--- src/rtl/tsp_pkg.sv ---
package tsp_pkg;

    // Pulse timing in time-base ticks
    localparam int SLOT_TICKS_D = 4;
    localparam int SHORT_HI_D   = 1;
    localparam int LONG_HI_D    = 3;
    localparam int SYNC_TICKS_D = 16;

    typedef enum logic [1:0] {
        SYM_ZERO  = 2'b00,
        SYM_ONE   = 2'b01,
        SYM_OPEN  = 2'b10,
        SYM_OPEN2 = 2'b11
    } sym_code_e;

    typedef enum logic {
        PULSE_SHORT = 1'b0,
        PULSE_LONG  = 1'b1
    } pulse_kind_e;

    // Kind of pulse for a symbol code and the pulse index within its pair
    function automatic pulse_kind_e pulse_for(input logic [1:0] code, input logic second);
        case (sym_code_e'(code))
            SYM_ZERO: return PULSE_LONG;
            SYM_ONE:  return PULSE_SHORT;
            default:  return second ? PULSE_SHORT : PULSE_LONG;
        endcase
    endfunction

endpackage

--- src/rtl/tsp_sequencer.sv ---
module tsp_sequencer #(
    parameter int NSYM       = 18,
    parameter int SLOT_TICKS = 4,
    parameter int SYNC_TICKS = 16,
    localparam int SYM_W     = (NSYM > 1) ? $clog2(NSYM) : 1,
    localparam int SUB_W     = (SLOT_TICKS > 1) ? $clog2(SLOT_TICKS) : 1,
    localparam int SYNC_W    = (SYNC_TICKS > 1) ? $clog2(SYNC_TICKS) : 1
) (
    input  logic             clk,
    input  logic             rst,
    input  logic             tick,
    input  logic             en,
    output logic             active,
    output logic             in_sync,
    output logic [SYM_W-1:0] sym_idx,
    output logic             second,
    output logic [SUB_W-1:0] sub,
    output logic             word_start
);
    localparam logic [SYM_W-1:0]  LAST_SYM  = SYM_W'(NSYM - 1);
    localparam logic [SUB_W-1:0]  LAST_SUB  = SUB_W'(SLOT_TICKS - 1);
    localparam logic [SYNC_W-1:0] LAST_SYNC = SYNC_W'(SYNC_TICKS - 1);

    logic [SYNC_W-1:0] sync_cnt;

    assign word_start = en && tick && (!active || (in_sync && sync_cnt == LAST_SYNC));

    always_ff @(posedge clk) begin
        if (rst || !en) begin
            active   <= 1'b0;
            in_sync  <= 1'b0;
            sym_idx  <= '0;
            second   <= 1'b0;
            sub      <= '0;
            sync_cnt <= '0;
        end else if (tick) begin
            if (!active) begin
                active   <= 1'b1;
                in_sync  <= 1'b0;
                sym_idx  <= '0;
                second   <= 1'b0;
                sub      <= '0;
                sync_cnt <= '0;
            end else if (in_sync) begin
                if (sync_cnt == LAST_SYNC) begin
                    in_sync  <= 1'b0;
                    sync_cnt <= '0;
                end else begin
                    sync_cnt <= sync_cnt + 1'b1;
                end
            end else if (sub == LAST_SUB) begin
                sub <= '0;
                if (second) begin
                    second <= 1'b0;
                    if (sym_idx == LAST_SYM) begin
                        sym_idx <= '0;
                        in_sync <= 1'b1;
                    end else begin
                        sym_idx <= sym_idx + 1'b1;
                    end
                end else begin
                    second <= 1'b1;
                end
            end else begin
                sub <= sub + 1'b1;
            end
        end
    end

    // symbol index never leaves the word
    p_sym_in_range_r6: assert property (@(posedge clk) disable iff (rst)
        active |-> (sym_idx <= LAST_SYM));

    // gap ends only after its full length
    p_sync_length_r6: assert property (@(posedge clk) disable iff (rst)
        ($fell(in_sync) && $past(en)) |-> ($past(sync_cnt) == LAST_SYNC));

    // no tick, no movement
    p_no_tick_hold_r9: assert property (@(posedge clk) disable iff (rst)
        (en && !tick) |=> ($stable(sub) && $stable(sym_idx) && $stable(second)));

endmodule

--- src/rtl/tsp_frame_latch.sv ---
module tsp_frame_latch #(
    parameter int N_ADDR   = 10,
    parameter int N_DATA   = 8,
    parameter int DATA_W   = 8,
    localparam int NSYM    = N_ADDR + N_DATA
) (
    input  logic                  clk,
    input  logic                  rst,
    input  logic                  load,
    input  logic [2*N_ADDR-1:0]   addr_sym,
    input  logic [DATA_W-1:0]     data_bits,
    output logic [2*NSYM-1:0]     shadow
);
    logic [2*NSYM-1:0] word_codes;

    for (genvar i = 0; i < NSYM; i++) begin : g_sym
        if (i < N_ADDR) begin : g_addr
            assign word_codes[2*i +: 2] = addr_sym[2*i +: 2];
        end else begin : g_data
            // binary data bit mapped onto the zero/one codes
            assign word_codes[2*i +: 2] = {1'b0, data_bits[i - N_ADDR]};
        end
    end

    always_ff @(posedge clk) begin
        if (rst) begin
            shadow <= '0;
        end else if (load) begin
            shadow <= word_codes;
        end
    end

    // captured word never changes mid-flight
    p_shadow_hold_r8: assert property (@(posedge clk) disable iff (rst)
        !load |=> $stable(shadow));

endmodule

--- src/rtl/tsp_pulse_gen.sv ---
module tsp_pulse_gen
    import tsp_pkg::*;
#(
    parameter int NSYM       = 18,
    parameter int SLOT_TICKS = 4,
    parameter int SHORT_HI   = 1,
    parameter int LONG_HI    = 3,
    localparam int SYM_W     = (NSYM > 1) ? $clog2(NSYM) : 1,
    localparam int SUB_W     = (SLOT_TICKS > 1) ? $clog2(SLOT_TICKS) : 1
) (
    input  logic              clk,
    input  logic              rst,
    input  logic [2*NSYM-1:0] shadow,
    input  logic              active,
    input  logic              in_sync,
    input  logic [SYM_W-1:0]  sym_idx,
    input  logic              second,
    input  logic [SUB_W-1:0]  sub,
    output logic              tx
);
    localparam logic [SUB_W:0] SHORT_L = (SUB_W+1)'(SHORT_HI);
    localparam logic [SUB_W:0] LONG_L  = (SUB_W+1)'(LONG_HI);

    logic [1:0]      code;
    pulse_kind_e     kind;
    logic [SUB_W:0]  hi_len;

    assign code   = shadow[{sym_idx, 1'b0} +: 2];
    assign kind   = pulse_for(code, second);
    assign hi_len = (kind == PULSE_LONG) ? LONG_L : SHORT_L;
    assign tx     = active && !in_sync && ({1'b0, sub} < hi_len);

    // a one symbol is low after its first tick
    p_one_short_r3: assert property (@(posedge clk) disable iff (rst)
        (active && !in_sync && code == 2'b01 && sub == SUB_W'(SHORT_HI)) |-> !tx);

    // the first pulse of an open symbol is still high in its last high tick
    p_open_first_long_r4: assert property (@(posedge clk) disable iff (rst)
        (active && !in_sync && code[1] && !second && sub == SUB_W'(LONG_HI - 1)) |-> tx);

    // the second pulse of an open symbol is short
    p_open_second_short_r4: assert property (@(posedge clk) disable iff (rst)
        (active && !in_sync && code[1] && second && sub == SUB_W'(SHORT_HI)) |-> !tx);

endmodule

--- src/rtl/tsp_encoder.sv ---
module tsp_encoder
    import tsp_pkg::*;
#(
    parameter int N_ADDR     = 10,
    parameter int N_DATA     = 8,
    parameter int DATA_W     = (N_DATA > 0) ? N_DATA : 1,
    parameter int SLOT_TICKS = SLOT_TICKS_D,
    parameter int SHORT_HI   = SHORT_HI_D,
    parameter int LONG_HI    = LONG_HI_D,
    parameter int SYNC_TICKS = SYNC_TICKS_D
) (
    input  logic                clk,
    input  logic                rst,
    input  logic                tick,
    input  logic                en,
    input  logic [2*N_ADDR-1:0] addr_sym,
    input  logic [DATA_W-1:0]   data_bits,
    output logic                tx_out
);
    localparam int NSYM  = N_ADDR + N_DATA;
    localparam int SYM_W = (NSYM > 1) ? $clog2(NSYM) : 1;
    localparam int SUB_W = (SLOT_TICKS > 1) ? $clog2(SLOT_TICKS) : 1;

    logic              active;
    logic              in_sync;
    logic [SYM_W-1:0]  sym_idx;
    logic              second;
    logic [SUB_W-1:0]  sub;
    logic              word_start;
    logic [2*NSYM-1:0] shadow;

    tsp_sequencer #(
        .NSYM(NSYM), .SLOT_TICKS(SLOT_TICKS), .SYNC_TICKS(SYNC_TICKS)
    ) u_seq (
        .clk(clk), .rst(rst), .tick(tick), .en(en),
        .active(active), .in_sync(in_sync), .sym_idx(sym_idx),
        .second(second), .sub(sub), .word_start(word_start)
    );

    tsp_frame_latch #(
        .N_ADDR(N_ADDR), .N_DATA(N_DATA), .DATA_W(DATA_W)
    ) u_latch (
        .clk(clk), .rst(rst), .load(word_start),
        .addr_sym(addr_sym), .data_bits(data_bits), .shadow(shadow)
    );

    tsp_pulse_gen #(
        .NSYM(NSYM), .SLOT_TICKS(SLOT_TICKS), .SHORT_HI(SHORT_HI), .LONG_HI(LONG_HI)
    ) u_pulse (
        .clk(clk), .rst(rst), .shadow(shadow), .active(active), .in_sync(in_sync),
        .sym_idx(sym_idx), .second(second), .sub(sub), .tx(tx_out)
    );

    // disabled line goes quiet at the next edge
    p_idle_low_r7: assert property (@(posedge clk) disable iff (rst)
        !en |=> !tx_out);

    // every pulse slot opens high
    p_slot_opens_high_r1: assert property (@(posedge clk) disable iff (rst)
        (active && !in_sync && sub == '0) |-> tx_out);

    // every pulse slot closes low
    p_slot_closes_low_r1: assert property (@(posedge clk) disable iff (rst)
        (sub == SUB_W'(SLOT_TICKS - 1)) |-> !tx_out);

    // the gap is low
    p_gap_low_r6: assert property (@(posedge clk) disable iff (rst)
        in_sync |-> !tx_out);

    // line holds between ticks
    p_line_hold_r9: assert property (@(posedge clk) disable iff (rst)
        (en && !tick) |=> $stable(tx_out));

endmodule

--- config.mk ---
export PLATFORM = sky130hd
export DESIGN_NAME = tsp_encoder
export DESIGN_NICKNAME = d
export VERILOG_FILES = /design/src/rtl/tsp_pkg.sv /design/src/rtl/tsp_sequencer.sv /design/src/rtl/tsp_frame_latch.sv /design/src/rtl/tsp_pulse_gen.sv /design/src/rtl/tsp_encoder.sv
export SDC_FILE = /design/constraint.sdc
export NUM_CORES = 1
export LEC_CHECK = 0
export BUFFER_PORTS_ARGS = -buffer_cell sky130_fd_sc_hd__buf_4
export CELL_PAD_IN_SITES_DETAIL_PLACEMENT = 1
export CELL_PAD_IN_SITES_GLOBAL_PLACEMENT = 1
export CORE_MARGIN = 3
export CORE_UTILIZATION = 30
export DETAILED_ROUTE_END_ITERATION = 7
export HOLD_SLACK_MARGIN = 0.12
export PLACE_DENSITY_LB_ADDON = 0.1
export SYNTH_ARGS = -nofsm -noshare
export SYNTH_HDL_FRONTEND = slang
export SYNTH_SLANG_ARGS = --single-unit
--- constraint.sdc ---
create_clock -name clk -period 2.35 [get_ports clk]
set_input_delay 0 -clock clk [delete_from_list [all_inputs] [get_ports clk]]
set_output_delay 0 -clock clk [all_outputs]
set_load 0.01 [all_outputs]
==> impl_metrics.env <==
export IMPL_status="finished with violations"
export IMPL_violations="setup timing"
export IMPL_rr_endpoint="u_latch.shadow[10]"
export IMPL_synth_nets=258
export IMPL_grt_start_max_net_pins=31
export IMPL_die_area_sq_um=7860
export IMPL_drv_cap=0
export IMPL_io_buffers=32
export IMPL_drtPass1Iterations=4
export IMPL_synth_cell_types=37
export IMPL_pwr_share_clk_pct=40.7
export IMPL_vias=1959
export IMPL_routed_wl_um=6330
export IMPL_synth_cells=221
export IMPL_cts_buffers=5
export IMPL_rsz0062_at_grt="yes"
export IMPL_h_tree_depth=2
export IMPL_synth_top_area_cell="dfxtp_1"
export IMPL_antenna_left=0
export IMPL_dpl_cell_area_sq_um=2370
export IMPL_synth_area_leaders="dfxtp_1 41%, mux2i_1 15%, nor2_1 7.9%"
export IMPL_drtIter0Drc=66
export IMPL_rows=29
export IMPL_routabilityCongestion=0.728
export IMPL_clockBufferDepth=2
export IMPL_seqPwrFrac_pct=44.0
export IMPL_hpwl_um=3560
export IMPL_max_freq_ghz=0.409
export IMPL_power_internal_mw=1.32
export IMPL_p_sw_share_pct=23.1
export IMPL_use_met2_pct=27.6
export IMPL_die_x_um=88.7
export IMPL_clock_latency_ps=300
export IMPL_ys_flop_type="dfxtp_1"
export IMPL_power_density_nw_per_um2=530
export IMPL_yosys_warnings=0
export IMPL_yosysSeqAreaShare_pct=41.0
export IMPL_clock_root_buffer="clkbuf_8"
export IMPL_placed_cells=324
export IMPL_vias_per_cell=4.97
export IMPL_post_route_drc_count=0
export IMPL_netlist_area_sq_um=2050
export IMPL_hold_path_class="input pin to flop"
export IMPL_setup_violations=1
export IMPL_slew_headroom_pct=66.7
export IMPL_stdcell_count=394
export IMPL_post_route_worst_setup_slack_ps=-97.7
export IMPL_critPathKind="flop to output port"
export IMPL_grt_pass1_wl_um=9670
export IMPL_end_kind="output port"
export IMPL_design_area_sq_um=3240
export IMPL_worstPathRequired_ps=2350
export IMPL_start_util_pct=31.6
export IMPL_synth_area_per_cell_sq_um=9.28
export IMPL_fill_cells=722
export IMPL_async_reset_ff_share_pct=0
export IMPL_hold_path_end="u_seq.sync_cnt[0]"
export IMPL_reg2reg_from="u_seq.sync_cnt[1]"
export IMPL_core_area_sq_um=6490
export IMPL_r2r_cells=8
export IMPL_syn_to_final_growth_pct=58.1
export IMPL_rrSetupSlack_ps=50
export IMPL_comb_power_share_pct=15.3
export IMPL_worst_pin_slew_ps=494
export IMPL_grt_pass1_vias=2038
export IMPL_finalCritPeriodShare_pct=104
export IMPL_hold_violations=0
export IMPL_cts_tree="yes"
export IMPL_min_from="en"
export IMPL_finish_net_count=353
export IMPL_finalClockSkew_ps=3.71
export IMPL_leakagePower_nw=1.51
export IMPL_yosysTopAreaCellShare_pct=41.0
export IMPL_ioPinCount=33
export IMPL_grt_util_met3_pct=3.07
export IMPL_synth_edf_count=0
export IMPL_num_antenna_cells=0
export IMPL_switchingPower_mw=0.397
export IMPL_use_met1_pct=20.1
export IMPL_gr_usage_all_layers_pct=16.1
export IMPL_routedWlPerCell_um=16.1
export IMPL_vdd_drop_max_v=0.000236
export IMPL_cts_num_sinks=42
export IMPL_synth_seq_cells=42
export IMPL_hold_depth=4
export IMPL_cp_arrival_ps=2450
export IMPL_critPathMaxFanout=6
export IMPL_dieHeight_um=88.7
export IMPL_antenna_found_initial=0
export IMPL_clk_pin_slew_worst_paths_ps=80
export IMPL_drv_slew=0
export IMPL_grt_ovfl_total=0
export IMPL_drive_above_1_share_pct=24.0
export IMPL_min_period_ps=2450
export IMPL_startpoint_type="flop"
export IMPL_busiest_layer="met2"
[how the worst max path moves through the flow]
stage	from	endpoint	slack, ps
after detailed placement	u_seq.sym_idx[1]	tx_out	70
final	u_seq.sym_idx[1]	tx_out	-100
after floorplan	u_seq.sym_idx[0]	tx_out	160
after global placement	u_seq.sym_idx[0]	tx_out	180
after CTS	u_seq.sym_idx[1]	tx_out	-90
after global routing	u_seq.sym_idx[1]	tx_out	-180
[layer usage]
layer	vias up	routed length, um
met2	26	3230
met3	10	141
met5	-	0
met1	950	2860
met4	0	111
li1	973	-
[flip-flops by register name (all words and copies together) (netlist names)]
| name | flops |
|---|---|
| u_seq.sym_idx | 5 |
| u_seq.in_sync | 1 |
| u_seq.sync_cnt | 4 |
| u_seq.second | 1 |
| u_seq.active | 1 |
| u_seq.sub | 2 |
| u_latch.shadow | 28 |
[layout by cell type (no fill, tap or decap), types with 2 or more instances in the layout]
cell type	n
a21oi_1	13
nand2_1	11
o21ai_0	6
clkbuf_16	2
dfxtp_2	3
xor2_1	4
nor2b_1	6
nand3b_1	4
nor3_4	3
o211ai_1	2
nor2_1	43
inv_1	2
nand3_1	3
a31oi_1	2
bufinv_16	2
mux4_2	3
buf_6	3
and2_1	2
dfxtp_4	3
ha_1	4
mux2i_1	31
dfxtp_1	36
buf_12	2
dlygate4sd3_1	51
buf_4	41
nor3_1	2
nand2b_1	4
clkbuf_8	5
a21oi_2	2
and3_1	2
[synth_stat cells (all sizes together) (4+ instances only)]
master	count
nor2	43
dfxtp	42
mux2i	31
a21oi	15
nand2	11
buf	6
clkbuf	6
nor2b	6
o21ai	6
ha	5
nor3	5
mux4	4
nand2b	4
nand3b	4
xor2	4
[through the flow]
step	hold slack (ps)	TNS, ps	power (mW)	setup WS (ps)	util (%)
2_1_floorplan	144	0	0.862	163	-
3_3_place_gp	230	0	0.931	176	36.5
3_5_place_dp	238	0	0.933	67.9	36.5
4_1_cts	169	-94.2	1.71	-94.2	48.0
5_1_grt	190	-539	1.79	-178	49.9
6_report	175	-97.7	1.72	-97.7	49.9
[area by class of cell]
class | instances | area, sq um | share of cell area, %
clock buffer | 5 | 68.8 | 2.12
clock inverter | 3 | 68.8 | 2.12
inverter | 3 | 11.3 | 0.347
multi-input combinational | 164 | 1180 | 36.5
sequential | 42 | 856 | 26.4
tap | 77 | 96.3 | 2.97
timing repair buffer | 100 | 957 | 29.5
[power groups by stage]
stage / combinational (mW) / sequential (mW) / clock [mW]
after floorplan: 0.0975 / 0.764 / 0
after global placement: 0.158 / 0.772 / 0
after detailed placement: 0.160 / 0.773 / 0
after CTS: 0.233 / 0.756 / 0.724
after global routing: 0.290 / 0.759 / 0.745
final: 0.263 / 0.756 / 0.701
[critical path, cell delays in order, from the launching register on]
cell and delay [ps]:
dfxtp_4 380, buf_6 130, nor3_4 120, a21oi_1 60, mux4_2 490, a211o_1 300
ha_1 290, a211oi_2 220, buf_4 150
[cells by family (layout without fill, tap and decap cells)]
family,Yosys count,in the layout,synth area share (%)
AO/OA/AOI/OAI,31,31,8.97
adder cells (fa/ha/maj),5,5,3.05
multiplexers,36,36,20.4
flip-flops,42,42,41.0
XOR/XNOR,5,5,2.14
AND/OR/NAND/NOR,87,87,20.2
buffers and inverters,15,111,4.21
[what timing repair did]
item,4_1_cts,5_1_grt
hold buffers,57,1
endpoints found under the setup margin,1,22
pin swaps,4,5
cloned,0,3
hold endpoints to repair,30,1
buffers inserted,1,7
gates resized for setup,12,18
(Power assumes the default switching activity.)
